<file path="src/rtl/pps_sniff_pkg.sv">
// Package: shared widths, protocol constants and the parser state encoding.
// Assumes 8-bit bytes; the nibble and field widths derive from that.
package pps_sniff_pkg;

    localparam int BYTE_W   = 8;
    localparam int NIB_W    = BYTE_W / 2;
    localparam int PRES_W   = 3;   // optional parameter bytes 1..3
    localparam int MULT_W   = 2;
    localparam int TAG_W    = BYTE_W - MULT_W;

    // Bit positions that the walker decodes
    localparam int IF_A     = 0;   // presence nibble index of field A
    localparam int IF_B     = 1;
    localparam int IF_C     = 2;
    localparam int IF_D     = 3;
    localparam int PRES_LSB = 4;   // request/response flag bits start here

    localparam logic [BYTE_W-1:0] INIT_CHAR  = 8'h3B;
    localparam logic [BYTE_W-1:0] SEL_START  = 8'hFF;
    localparam logic [TAG_W-1:0]  RESP_TAG   = 6'b100101;

    typedef enum logic [4:0] {
        S_INIT, S_FMT, S_IFA, S_IFB, S_IFC, S_IFD, S_HIST, S_ACHK,
        S_QSTART, S_Q0, S_Q1, S_Q2, S_Q3, S_QCHK,
        S_ASTART, S_A0, S_A1, S_A2, S_A3, S_ACHK2,
        S_DONE
    } sniff_state_e;

endpackage

</file>
<file path="src/rtl/atr_chain_regs.sv">
// Module: holds the answer-to-reset walk registers: the presence nibble,
// the historical byte counter and the sticky check-byte flag.
// Assumes the controller never asserts dec_k when the count is zero.
module atr_chain_regs
    import pps_sniff_pkg::*;
(
    input  logic              clk,
    input  logic              rst_n,
    input  logic              load_fmt,
    input  logic              load_ifd,
    input  logic              dec_k,
    input  logic [BYTE_W-1:0] byte_in,
    output logic [NIB_W-1:0]  pres,
    output logic              k_zero,
    output logic              chk_flag
);

    logic [NIB_W-1:0] pres_q;
    logic [NIB_W-1:0] k_q;
    logic             chk_q;

    // Purpose: load presence and count, decrement count, set sticky flag.
    always_ff @(posedge clk) begin
        if (!rst_n) begin
            pres_q <= '0;
            k_q    <= '0;
            chk_q  <= 1'b0;
        end else begin
            if (load_fmt) begin
                pres_q <= byte_in[BYTE_W-1:NIB_W];
                k_q    <= byte_in[NIB_W-1:0];
            end
            if (load_ifd) begin
                pres_q <= byte_in[BYTE_W-1:NIB_W];
                if (byte_in[NIB_W-1:0] != '0) begin
                    chk_q <= 1'b1;
                end
            end
            if (dec_k) begin
                k_q <= k_q - 1'b1;
            end
        end
    end

    assign pres     = pres_q;
    assign k_zero   = (k_q == '0);
    assign chk_flag = chk_q;

    // the controller only counts down a nonzero historical count
    a_r6_no_count_wrap: assert property (@(posedge clk) disable iff (!rst_n)
        dec_k |-> (k_q != '0));

    // once set, the check-byte flag stays set until reset
    a_r5_flag_sticky: assert property (@(posedge clk) disable iff (!rst_n)
        chk_q |=> chk_q);

endmodule

</file>
<file path="src/rtl/sel_field_regs.sv">
// Module: holds the selection exchange registers: the three optional-byte
// presence flags and the accepted speed multiplier.
// Assumes loads are single-cycle strobes from the controller.
module sel_field_regs
    import pps_sniff_pkg::*;
(
    input  logic              clk,
    input  logic              rst_n,
    input  logic              load_pres,
    input  logic              load_mult,
    input  logic [BYTE_W-1:0] byte_in,
    output logic [PRES_W-1:0] pres,
    output logic [MULT_W-1:0] mult
);

    logic [PRES_W-1:0] pres_q;
    logic [MULT_W-1:0] mult_q;

    // Purpose: capture presence flags and multiplier bits on command.
    always_ff @(posedge clk) begin
        if (!rst_n) begin
            pres_q <= '0;
            mult_q <= '0;
        end else begin
            if (load_pres) begin
                pres_q <= byte_in[PRES_LSB +: PRES_W];
            end
            if (load_mult) begin
                mult_q <= byte_in[MULT_W-1:0];
            end
        end
    end

    assign pres = pres_q;
    assign mult = mult_q;

endmodule

</file>
<file path="src/rtl/pps_sniff_fsm.sv">
// Module: parser controller. Walks the answer-to-reset and the selection
// request/response, steering the register blocks and raising the
// registered speed-switch pulse.
// Assumes byte strobes are at least 8 cycles apart, so every run of
// skipped absent fields finishes before the next byte.
module pps_sniff_fsm
    import pps_sniff_pkg::*;
(
    input  logic              clk,
    input  logic              rst_n,
    input  logic              rx_valid,
    input  logic [BYTE_W-1:0] rx_data,
    input  logic [NIB_W-1:0]  if_pres,
    input  logic              k_zero,
    input  logic              chk_flag,
    input  logic [PRES_W-1:0] sel_pres,
    output sniff_state_e      state,
    output logic              load_fmt,
    output logic              load_ifd,
    output logic              dec_k,
    output logic              load_pres,
    output logic              load_mult,
    output logic              switch_pulse
);

    sniff_state_e state_q, state_d;
    logic         fire;
    logic         pulse_q;

    // Purpose: next-state selection and register-block strobes.
    always_comb begin
        state_d   = state_q;
        load_fmt  = 1'b0;
        load_ifd  = 1'b0;
        dec_k     = 1'b0;
        load_pres = 1'b0;
        load_mult = 1'b0;
        fire      = 1'b0;
        unique case (state_q)
            S_INIT:   if (rx_valid) state_d = (rx_data == INIT_CHAR) ? S_FMT : S_DONE;
            S_FMT:    if (rx_valid) begin
                          load_fmt = 1'b1;
                          state_d  = S_IFA;
                      end
            S_IFA:    if (!if_pres[IF_A] || rx_valid) state_d = S_IFB;
            S_IFB:    if (!if_pres[IF_B] || rx_valid) state_d = S_IFC;
            S_IFC:    if (!if_pres[IF_C] || rx_valid) state_d = S_IFD;
            S_IFD:    if (!if_pres[IF_D]) begin
                          state_d = S_HIST;
                      end else if (rx_valid) begin
                          load_ifd = 1'b1;
                          state_d  = S_IFA;
                      end
            S_HIST:   if (k_zero) begin
                          state_d = S_ACHK;
                      end else if (rx_valid) begin
                          dec_k = 1'b1;
                      end
            S_ACHK:   if (!chk_flag || rx_valid) state_d = S_QSTART;
            S_QSTART: if (rx_valid) state_d = (rx_data == SEL_START) ? S_Q0 : S_DONE;
            S_Q0:     if (rx_valid) begin
                          load_pres = 1'b1;
                          state_d   = S_Q1;
                      end
            S_Q1:     if (!sel_pres[0] || rx_valid) state_d = S_Q2;
            S_Q2:     if (!sel_pres[1] || rx_valid) state_d = S_Q3;
            S_Q3:     if (!sel_pres[2] || rx_valid) state_d = S_QCHK;
            S_QCHK:   if (rx_valid) state_d = S_ASTART;
            S_ASTART: if (rx_valid) state_d = (rx_data == SEL_START) ? S_A0 : S_DONE;
            S_A0:     if (rx_valid) begin
                          if (!rx_data[PRES_LSB]) begin
                              state_d = S_DONE;
                          end else begin
                              load_pres = 1'b1;
                              state_d   = S_A1;
                          end
                      end
            S_A1:     if (rx_valid) begin
                          if (rx_data[BYTE_W-1:MULT_W] == RESP_TAG) begin
                              load_mult = 1'b1;
                              state_d   = S_A2;
                          end else begin
                              state_d = S_DONE;
                          end
                      end
            S_A2:     if (!sel_pres[1] || rx_valid) state_d = S_A3;
            S_A3:     if (!sel_pres[2] || rx_valid) state_d = S_ACHK2;
            S_ACHK2:  if (rx_valid) begin
                          fire    = 1'b1;
                          state_d = S_DONE;
                      end
            S_DONE:   state_d = S_DONE;
            default:  state_d = S_DONE;
        endcase
    end

    // Purpose: state register and registered switch pulse.
    always_ff @(posedge clk) begin
        if (!rst_n) begin
            state_q <= S_INIT;
            pulse_q <= 1'b0;
        end else begin
            state_q <= state_d;
            pulse_q <= fire;
        end
    end

    assign state        = state_q;
    assign switch_pulse = pulse_q;

    // leaving reset always starts from the idle state
    a_r1_start_idle: assert property (@(posedge clk) disable iff (!rst_n)
        $rose(rst_n) |-> (state_q == S_INIT));

    // a wrong first byte ends the exchange on the next cycle
    a_r2_bad_first: assert property (@(posedge clk) disable iff (!rst_n)
        (state_q == S_INIT && rx_valid && rx_data != INIT_CHAR) |=> (state_q == S_DONE));

    // an absent field A is passed over in one cycle
    a_r4_skip_one_cycle: assert property (@(posedge clk) disable iff (!rst_n)
        (state_q == S_IFA && !if_pres[IF_A]) |=> (state_q == S_IFB));

    // an absent request byte 1 is passed over in one cycle
    a_r8_req_skip: assert property (@(posedge clk) disable iff (!rst_n)
        (state_q == S_Q1 && !sel_pres[0]) |=> (state_q == S_Q2));

    // the terminal state is never left before reset
    a_r11_done_sticky: assert property (@(posedge clk) disable iff (!rst_n)
        (state_q == S_DONE) |=> (state_q == S_DONE));

    // the pulse lasts one cycle and coincides with the terminal state
    a_r11_pulse_single: assert property (@(posedge clk) disable iff (!rst_n)
        pulse_q |=> !pulse_q);
    a_r11_pulse_in_done: assert property (@(posedge clk) disable iff (!rst_n)
        pulse_q |-> (state_q == S_DONE));

endmodule

</file>
<file path="src/rtl/pps_sniffer.sv">
// Module: top of the speed negotiation sniffer. Connects the controller to
// the answer-to-reset and selection register blocks.
// Assumes a synchronous active-low card reset and byte strobes spaced at
// least 8 clock cycles apart.
module pps_sniffer
    import pps_sniff_pkg::*;
(
    input  logic              clk,
    input  logic              card_rst_n,
    input  logic              rx_valid,
    input  logic [BYTE_W-1:0] rx_data,
    output logic              speed_switch,
    output logic [MULT_W-1:0] speed_mult,
    output logic              done
);

    sniff_state_e      state;
    logic [NIB_W-1:0]  if_pres;
    logic              k_zero;
    logic              chk_flag;
    logic [PRES_W-1:0] sel_pres;
    logic              load_fmt;
    logic              load_ifd;
    logic              dec_k;
    logic              load_pres;
    logic              load_mult;

    pps_sniff_fsm u_fsm (
        .clk          (clk),
        .rst_n        (card_rst_n),
        .rx_valid     (rx_valid),
        .rx_data      (rx_data),
        .if_pres      (if_pres),
        .k_zero       (k_zero),
        .chk_flag     (chk_flag),
        .sel_pres     (sel_pres),
        .state        (state),
        .load_fmt     (load_fmt),
        .load_ifd     (load_ifd),
        .dec_k        (dec_k),
        .load_pres    (load_pres),
        .load_mult    (load_mult),
        .switch_pulse (speed_switch)
    );

    atr_chain_regs u_atr (
        .clk      (clk),
        .rst_n    (card_rst_n),
        .load_fmt (load_fmt),
        .load_ifd (load_ifd),
        .dec_k    (dec_k),
        .byte_in  (rx_data),
        .pres     (if_pres),
        .k_zero   (k_zero),
        .chk_flag (chk_flag)
    );

    sel_field_regs u_sel (
        .clk       (clk),
        .rst_n     (card_rst_n),
        .load_pres (load_pres),
        .load_mult (load_mult),
        .byte_in   (rx_data),
        .pres      (sel_pres),
        .mult      (speed_mult)
    );

    assign done = (state == S_DONE);

    // the multiplier changes only when response byte 1 is taken
    a_r10_mult_hold: assert property (@(posedge clk) disable iff (!card_rst_n)
        (state != S_A1 || !rx_valid) |=> $stable(speed_mult));

    // the switch pulse is never seen outside the terminal state
    a_r11_pulse_done: assert property (@(posedge clk) disable iff (!card_rst_n)
        speed_switch |-> done);

endmodule

</file>
<file path="config.mk">
export PLATFORM = sky130hd
export DESIGN_NAME = pps_sniffer
export DESIGN_NICKNAME = d
export VERILOG_FILES = /design/src/rtl/pps_sniff_pkg.sv /design/src/rtl/atr_chain_regs.sv /design/src/rtl/sel_field_regs.sv /design/src/rtl/pps_sniff_fsm.sv /design/src/rtl/pps_sniffer.sv
export SDC_FILE = /design/constraint.sdc
export NUM_CORES = 1
export LEC_CHECK = 0
export BUFFER_PORTS_ARGS = -buffer_cell sky130_fd_sc_hd__buf_2
export CAP_MARGIN = 40
export CORE_AREA = 5 5 76 78
export CTS_CLUSTER_SIZE = 30
export DETAILED_ROUTE_END_ITERATION = 6
export DIE_AREA = 0 0 81 83
export PLACE_DENSITY = 0.52
export SETUP_SLACK_MARGIN = 0.02
export SLEW_MARGIN = 20
export SYNTH_ARGS = -nofsm -noshare
export SYNTH_HDL_FRONTEND = slang
export SYNTH_HIERARCHICAL = 1
export SYNTH_SLANG_ARGS = --single-unit
</file>
<file path="constraint.sdc">
create_clock -name clk -period 5.9 [get_ports clk]
set_input_delay 1.18 -clock clk [delete_from_list [all_inputs] [get_ports clk]]
set_output_delay 1.18 -clock clk [all_outputs]
set_load 0.005 [all_outputs]
</file>
## Yosys cells after proc, flatten, opt, wreduce, memory -nomap -nowiden

Index checks and enable logic that the tools add are counted.

- Register bits after elaboration: 20
- Bits of input ports: 11
- Word-level logic and storage cells: 113
- Output and inout bits: 4

- Equality and inequality tests: 41
- Add/sub/neg operators: 1
- Reductions and logical operators: 22
- Mux-type cells: 42

Operator list:

| kind | count |
|---|---|
| 2-to-1 mux 5 bit | 23 |
| case mux 5 bit (20 select lines) | 1 |
| == test 5 x 4 -> 1 bit, second input constant | 8 |
| == test 5 bit, second input constant | 5 |
| == test 5 x 3 -> 1 bit, second input constant | 4 |
| inequality test 2 x 1 -> 1 bit, second input constant | 9 |
| inequality test 2 bit, second input constant | 9 |
| AND reduction 18 bit | 1 |
| 2-to-1 mux 4 bit | 4 |
| 2-to-1 mux 1 bit | 11 |
| == test 5 x 2 -> 1 bit, second input constant | 2 |
| == test 8 x 6 -> 1 bit, second input constant | 1 |
| == test 8 bit, second input constant | 1 |
| zero test 1 bit | 7 |
| logical OR 1 bit | 7 |
| == test 6 bit, second input constant | 1 |
| 2-to-1 mux 3 bit | 2 |
| == test 5 x 1 -> 1 bit, second input constant | 1 |
| zero test 5 bit | 1 |
| zero test 4 bit | 1 |
| AND reduction 2 bit | 2 |
| nonzero test 2 bit | 2 |
| nonzero test 4 bit | 1 |
| subtractor 4 x 1 -> 4 bit, second input constant | 1 |
| case mux 1 bit (2 select lines) | 1 |

## Logic depth before layout (Yosys ltp)

Gate-level depths: netlist (run 1).

- Depth after elaboration: 4
- Mapped depth: 10
- Depth with buffers taken out: 9

## Cells and area by module

The synthesis (run 1) kept the hierarchy.

Modules (own cells, without submodules):

| module | area each (µm²) | seq. area each (µm²) | instances | cells each |
|---|---|---|---|---|
| pps_sniff_fsm | 800.8 | 120.1 | 1 | 116 |
| atr_chain_regs | 451.7 | 180.2 | 1 | 49 |
| sel_field_regs | 181.4 | 100.1 | 1 | 15 |
| pps_sniffer | 13.8 | 0.0 | 1 | 2 |

## Worst setup path before layout (run 1)

No wires, ideal clock.

- Path kind: input port to flip-flop
- Start: input port rx_data[6]
- End: register u_fsm.state_q[0] (netlist: u_fsm/state[0])
- Path buffers: 0
- Data required time: 5.784 ns
- Stages on the path: 6
- Data arrival time: 2.441 ns
- Setup time: 0.116 ns
- Path slack: 3.343 ns
- Cells stage by stage: nand4_1 -> nor2_1 -> maj3_1 -> and3_1 -> or4_1 -> o211a_1

- Cells in the longest elaborated chain, start to end: 4
- Elaborated cells on any way between the ends: 12
- Classes of those cells: eq/ne: 3; mux: 9

RTL lines:

| element | RTL line | RTL |
|---|---|---|
| from (decl) | pps_sniffer.sv:11 | `input logic [BYTE_W-1:0] rx_data,` |
| == test 8 bit (tied with other cells) | pps_sniff_fsm.sv:60, pps_sniff_fsm.sv:69 |  |
| 2-to-1 mux 5 bit (tied with other cells) | pps_sniff_fsm.sv:69 | `S_ASTART: if (rx_valid) state_d = (rx_data == SEL_START) ? S_A0 : S_DONE;` |
| 2-to-1 mux 5 bit, on equally long branches | n/a |  |
| case mux 5 bit (20 select lines) * | pps_sniff_fsm.sv:39 | `unique case (state_q)` |
| to (signal assigned) | pps_sniff_fsm.sv:103 | `state_q <= state_d;` |
| to (decl) | pps_sniff_fsm.sv:26 | `sniff_state_e state_q, state_d;` |

Mark *: on every way between the ends. The rest lies on a longest branch, timed or not. The select of a mux whose other input is x is not followed.
A chain may end at the register's enable or synchronous reset.

## Worst setup path in the final report (run 1)

- Start: register u_atr.k_q[0]
- End: register u_atr.k_q[2]

- Cells in the longest elaborated chain, start to end: 4
- Elaborated cells on any way between the ends: 6
- Classes of those cells: add/sub: 1; mux: 3; reduce/logical: 2

RTL lines:

| element | RTL line | RTL |
|---|---|---|
| from (decl) | atr_chain_regs.sv:19 | `logic [NIB_W-1:0] k_q;` |
| from (signal assigned) | atr_chain_regs.sv:31 | `k_q <= byte_in[NIB_W-1:0];` |
| from (signal assigned) | atr_chain_regs.sv:40 | `k_q <= k_q - 1'b1;` |
| zero test 4 bit * | atr_chain_regs.sv:46 | `assign k_zero = (k_q == '0);` |
| net k_zero | pps_sniffer.sv:19 | `logic k_zero;` |
| 2-to-1 mux 1 bit * | pps_sniff_fsm.sv:54 | `S_HIST: if (k_zero) begin` |
| 2-to-1 mux 1 bit * | pps_sniff_fsm.sv:39 |  |
| net dec_k | pps_sniffer.sv:24 | `logic dec_k;` |
| 2-to-1 mux 4 bit / nonzero test 2 bit (equally long branches) | n/a |  |

The timed path passes the listed nets; every way through them passes the cells marked *.

==> results.toml, run 1 <==
[status]
status = "finished clean"

[floorplanning]
die_h_um = 83
placementRows = 26
die_area_sq_um = 6720
core_sq_um = 5010
start_util_pct = 28.9
io_pins = 15
die_x_um = 81

[synth]
synth_edf_count = 0
yosysWarnings = 6
ys_seq_area_share_pct = 27.7
synthTopCellsByArea = "dfxtp_1 (28%), nor2b_1 (5.2%), mux2i_1 (4.8%), nor2_1 (4.7%), o21ai_1 (3.8%)"
synthTopCellsByCount = "dfxtp_1 (20), nor2_1 (18), nor2b_1 (12)"
synth_top_area_cell = "dfxtp_1"
yosys.area.top_type_share_pct = 27.7
syn-num-nets = 194
avgSynthCellArea_sq_um = 7.95
synth.most_common_cell = "dfxtp_1"
yosys.cell_types.count = 52
netlist_area_sq_um = 1450
ys_ff_latch = 20
synthArstFlopShare_pct = 0
postSynthCellCount = 182
ys.flop_type = "dfxtp_1"

[power]
power.density_nw_per_um2 = 384
finalPower_uw = 617
irDropWorstVdd_mv = 0.120
p_leak_uw = 0.000531

[final_layout]
finalNetCount = 202
area_growth_pct = 10.9
antennaDiodeCount = 0
finish.utilization_pct = 32.0
layout-drive-gt1-share_pct = 14.3
fillers = 561

[critical_path]
path_class = "flop to flop"
rr_endpoint = "u_atr/k_q[2]"
reg2reg_slack_ns = 3.19
slowest_stage = "nor4_1"
arrival_ns = 2.87
reg2reg_depth = 9
crit_family = "simple AND/OR/NAND/NOR gates"
critPathBufInv = 1
slowest_delay_ns = 0.72
startpoint = "u_atr/k_q[0]"
crit_chain = "inv_1 > ha_1 > nor2b_1 > and2_1 > nor4_1 > and2_1 > nor2b_4 > a222oi_1 > nor2b_1"
rr_startpoint = "u_atr/k_q[0]"
path_depth = 9
worstSetupEndpointType = "flop"
required_ns = 6.05
start_kind = "flop"
cp_max_fo = 9

[global_route]
grtUsageMet1_pct = 17.5
grt_overflow = 0
grtUsageMet2_pct = 17.5
busiest_layer = "met1"
grt_max_degree = 29
grt_pass1_wl_mm = 6.49
grt_pass1_vias = 1301
antenna_found_initial = 0
use_met3_pct = 2.92
grt_usage_pct = 12.1

[detailed_routing]
first_pass_iters = 5
drc_errors = 0
vias = 1420
drt-total-wl_mm = 3.89
viasPerCell = 5.48
routedWlPerCell_um = 15.0
drtIter0Drc = 175
ant_nets = 0

[clocking]
h-tree-depth = 1
clk_pin_slew_ns = 0.08
root_buffer = "clkbuf_8"
postCtsResizedCells = 0
clk_latency_ns = 0.26
cts_sinks = 20
cts_setup_buffers = 0
cts_tree = "done"
cts-buffers-inserted = 3
holdBufCountCts = 0
cts_buffer_depth = 2

[timing]
relSlewSlack_pct = 44.4
finalCritPeriodShare_pct = 46.0
rsz0062_at_grt = "false"
timing.fmax_mhz = 368
setup_viol = 0
worst_pin_slew_ns = 0.827
tns_ns = 0
slew_violations = 0
finalCriticalPeriod_ns = 2.71
hold_viol_final = 0
clock-skew-final_ns = 0.00172

[worst_hold_path]
min_path_cells = 2
hold_path_startpoint = "u_atr/pres[0]"
min_to = "u_atr/pres[0]"
hold_path.class = "flop to flop"

[placement]
place.port_buffers = 14
hpwl_mm = 2.81
place_congestion = 0.888

[flow_run]
maxCapViolations = 0
-- worst max path at each step --
stage / end
after global routing: u_atr/k_q[2]
after floorplan: u_fsm/state[0]
after CTS: done
after detailed placement: u_sel/mult[0]
after global placement: u_fsm/state[0]
final: u_atr/k_q[2]
-- layout make-up --
cell class	instances	area, sq um	area share [%]
clock buffers	4	55.1	3.43
inverters	6	22.5	1.40
multi-input cells	144	962	59.9
flip-flops and latches	20	400	24.9
well taps	70	87.6	5.46
repair buffers	15	77.6	4.83
-- cell families (layout without fill, tap and decap cells) --
logic type      count (synthesis)  after routing  share of synthesized area [%]
mux                             8              8                           5.62
compound gates                 53             53                           28.7
simple gates                   81             81                           30.6
flops                          20             20                           27.7
buf+inv                        18             25                           5.88
fa+ha+maj                       2              2                           1.56
-- cell usage in the layout, fill, tap and decap left out, types with 4 or more instances in the layout --
cell and n:
dfxtp_1 20, nor2_1 18, buf_2 14, nor2b_1 12, o21ai_1 11, nand2_1 11, a21oi_1 9, mux2i_1 7
nand3_1 6, inv_1 5, a21boi_1 5, nand2b_1 5, nand4_1 5, clkbuf_8 4, nor3_1 4, and3_1 4
-- state kept, by name (all words and copies together) (netlist names) --
| register | cells |
|---|---|
| u_fsm/switch_pulse | 1 |
| u_sel/pres | 3 |
| u_atr/k_q | 4 |
| u_atr/chk_flag | 1 |
| u_atr/pres | 4 |
| u_fsm/state | 5 |
| u_sel/mult | 2 |
-- through the flow --
| step | hold WS, ns | setup slack, ns | cell area [sq um] | std cells |
|---|---|---|---|---|
| after floorplan | 0.431 | 3.34 | 1450 | 182 |
| after global placement | 0.446 | 3.13 | 1550 | 255 |
| after detailed placement | 0.456 | 3.10 | 1550 | 255 |
| after CTS | 0.468 | 3.22 | 1610 | 259 |
| after global routing | 0.499 | 3.08 | 1610 | 259 |
| final | 0.460 | 3.19 | 1610 | 259 |
-- worst min-delay path, stage by stage, from the launching register on --
cell and delay [ns]:
dfxtp_1 0.32, nand2_1 0.05, a21boi_1 0.05
-- report_power, final --
group | leakage [uW] | internal (uW) | switching [uW]
Sequential | 0.000162 | 155 | 58.2
Combinational | 0.000340 | 126 | 169
Clock | 0.0000288 | 59.5 | 49.1
-- routing by layer --
metal / share of wire, % / up-vias
met5: 0 / -
met4: 1.2 / 0
met3: 5.0 / 6
met2: 45 / 42
met1: 48 / 679
li1: - / 693
Note: power is estimated with default switching activity, not from simulation.
==> run 2, diff against run 1 <==
--- a/config.mk
+++ b/config.mk
@@ -5,13 +5,14 @@
 export SDC_FILE = /design/constraint.sdc
 export NUM_CORES = 1
 export LEC_CHECK = 0
+export ABC_AREA = 1
 export BUFFER_PORTS_ARGS = -buffer_cell sky130_fd_sc_hd__buf_2
 export CAP_MARGIN = 40
-export CORE_AREA = 5 5 76 78
+export CORE_AREA = 5 5 81 83
 export CTS_CLUSTER_SIZE = 30
 export DETAILED_ROUTE_END_ITERATION = 6
-export DIE_AREA = 0 0 81 83
-export PLACE_DENSITY = 0.52
+export DIE_AREA = 0 0 86 88
+export PLACE_DENSITY = 0.53
 export SETUP_SLACK_MARGIN = 0.02
 export SLEW_MARGIN = 20
 export SYNTH_ARGS = -nofsm -noshare
==> constraint.sdc (replaced) <==
create_clock -name clk -period 2.44 [get_ports clk]
set_input_delay 0.488 -clock clk [delete_from_list [all_inputs] [get_ports clk]]
set_output_delay 0.488 -clock clk [all_outputs]
set_load 0.005 [all_outputs]
==> run 2 against run 1 <==
Die area rose by 13%. Largest cell class unchanged. Hold slack lost 0.00065 ns. Cell count is 53% higher. Total power grew to 2.7 times the previous value. Sequential share of layout area shrank 3.6 points. Clock skew increased by 0.0047 ns. Via count is 36% higher. Utilization up 0.36 points. Highest routed layer unchanged. Flip-flop and latch count did not move. Synthesized cell count increased by 69%. Sequential power grew 110%.
==> results.toml, run 2 <==
[status]
status = "finished clean"

[detailed_routing]
routedWlPerCell_um = 12.5
drc_errors = 0
drtIter0Drc = 279
ant_nets = 0
drt-total-wl_mm = 4.95
vias = 1936
first_pass_iters = 5
viasPerCell = 4.88

[synth]
synth.area.mux_share_pct = 0
syn-num-nets = 319
yosysWarnings = 6
synth_edf_count = 0
synth-compound-area-share_pct = 8.19
ys.flop_type = "dfxtp_1"
avgSynthCellArea_sq_um = 5.37
synth_top_family_by_area = "simple AND/OR/NAND/NOR gates"
ys_ff_latch = 20
synthAdderAreaFrac_pct = 0.759
synth_top_area_cell = "dfxtp_1"
ys_seq_area_share_pct = 24.3
yosys.area.top_type_share_pct = 24.3
netlist_area_sq_um = 1650
yosys.cell_types.count = 26
synthArstFlopShare_pct = 0
postSynthCellCount = 307
yosys.area_share.simple_pct = 53.8
synthTopCellsByArea = "dfxtp_1 (24%), nor2_1 (19%), nand2_1 (17%), inv_1 (10%), nand3_1 (6.7%)"
synth_xor_area_share_pct = 0
synthTopCellsByCount = "nor2_1 (83), nand2_1 (75), inv_1 (45)"
synth.most_common_cell = "nor2_1"

[floorplanning]
die_x_um = 86
start_util_pct = 28.5
die_area_sq_um = 7570
io_pins = 15
die_h_um = 88
core_sq_um = 5780
placementRows = 28

[worst_hold_path]
hold_path_startpoint = "u_atr/chk_flag"
hold_path.class = "flop to flop"

[final_layout]
final_common_cell = "nor2_1"
fin_area_sq_um = 1870
antennaDiodeCount = 0
finish.utilization_pct = 32.4
finalNetCount = 335
fillers = 670
layout_common_cells = "nor2_1 (83), nand2_1 (75), inv_1 (45)"
layout-drive-gt1-share_pct = 10.2
fin_cells = 397
area_growth_pct = 13.6
largest_reg_flops = 5

[power]
p_sw_share_pct = 48.1
power.density_nw_per_um2 = 904
seq_power_share_pct = 26.8
p_int_uw = 879
p_leak_uw = 0.000936
p_sw_uw = 815
clockPowerShare_pct = 20.9
p_comb_share_pct = 52.3
irDropWorstVdd_mv = 0.382

[placement]
hpwl_mm = 3.78
dp.cells = 393
place.port_buffers = 14
place_congestion = 0.902
placed_area_sq_um = 1800
pre_cts_ws_ns = 0.528

[clocking]
cts_buffer_depth = 2
cts_setup_buffers = 0
cts_sinks = 20
holdBufCountCts = 0
root_buffer = "clkbuf_8"
cts_tree = "done"
clk_latency_ns = 0.28
postCtsResizedCells = 0
h-tree-depth = 1
clk_pin_slew_ns = 0.09
cts-buffers-inserted = 3

[timing]
setup_viol = 0
tns_ns = 0
finalCritPeriodShare_pct = 78.1
timing.fmax_mhz = 525
finalCriticalPeriod_ns = 1.90
worst_slack_ns = 0.535
rsz0062_at_grt = "false"
slew_violations = 0
hold_viol_final = 0
worst_pin_slew_ns = 0.486
clock-skew-final_ns = 0.00645
relSlewSlack_pct = 67.5

[global_route]
grt_usage_pct = 13.8
grtUsageMet1_pct = 18.8
use_met3_pct = 2.54
busiest_layer = "met2"
antenna_found_initial = 0
grtUsageMet2_pct = 22.5
grt_overflow = 0
grt_max_degree = 19
grt_pass1_vias = 1755
grt_pass1_wl_mm = 8.38

[critical_path]
arrival_ns = 2.08
required_ns = 2.61
worstSetupEndpointType = "flop"
start_kind = "flop"
rr_startpoint = "u_fsm/state[4]"
startpoint = "u_fsm/state[4]"
cp_max_fo = 14
path_class = "flop to flop"

[flow_run]
maxCapViolations = 0
[run 2: cell count changes after synthesis, sizes merged, moves of 5 or more]
cell    previous run  this run
nand2             11        76
nor2b             13         0
inv                6        50
nor2              18        88
nand4              5        13
nand3              6        24
mux2i              7         0
a21boi             5         0
[run 2: per-stage QoR]
step | total power (uW) | hold WS (ns)
3_3_place_gp | 1340 | 0.444
3_5_place_dp | 1320 | 0.448
2_1_floorplan | 1110 | 0.428
5_1_grt | 1840 | 0.505
4_1_cts | 1680 | 0.465
6_report | 1690 | 0.459
[run 2: final cells by class]
class | count | area, sq um | area share (%)
sequential | 20 | 400 | 21.4
timing repair buffer | 16 | 85.1 | 4.54
inverter | 50 | 188 | 10.0
clock inverter | 1 | 30.0 | 1.60
tap | 75 | 93.8 | 5.01
multi-input combinational | 232 | 1030 | 55.2
clock buffer | 3 | 41.3 | 2.20
[run 2: path summary, 6_finish.rpt]
kind,endpoint,slack [ns],cells past startpoint
hold reg to reg,u_atr/chk_flag,0.46,2
setup reg to reg,u_sel/pres[2],0.54,8
setup / recovery,u_sel/pres[2],0.54,8
hold / removal,u_atr/chk_flag,0.46,2
[run 2: critical path: stages (launching register included)]
cell and delay (ns):
dfxtp_1 0.32, inv_1 0.36, nand3_2 0.21, nor2_1 0.26, nand2_1 0.09, a21oi_1 0.37, nand2_1 0.10, nand2_1 0.07
nor2_1 0.04
[run 2: cell families (layout without fill, tap and decap cells)]
kind of cell / Yosys count / count (layout)
AND/OR/NAND/NOR: 206 / 206
flip-flops: 20 / 20
buffers and inverters: 55 / 70
adder cells (fa/ha/maj): 1 / 1
AO/OA/AOI/OAI: 25 / 25
[run 2: power groups by stage]
stage	clock network [uW]	registers, uW	logic, uW
after detailed placement	0	461	858
after global placement	0	460	882
after floorplan	0	431	676
after CTS	366	454	862
after global routing	380	466	991
final	353	455	886
[run 2: layer usage]
metal / part of all wire, % / wire [um]
met1: 47 / 2340
met2: 44 / 2150
met3: 7.7 / 380
met4: 1.4 / 68
met5: 0 / 0
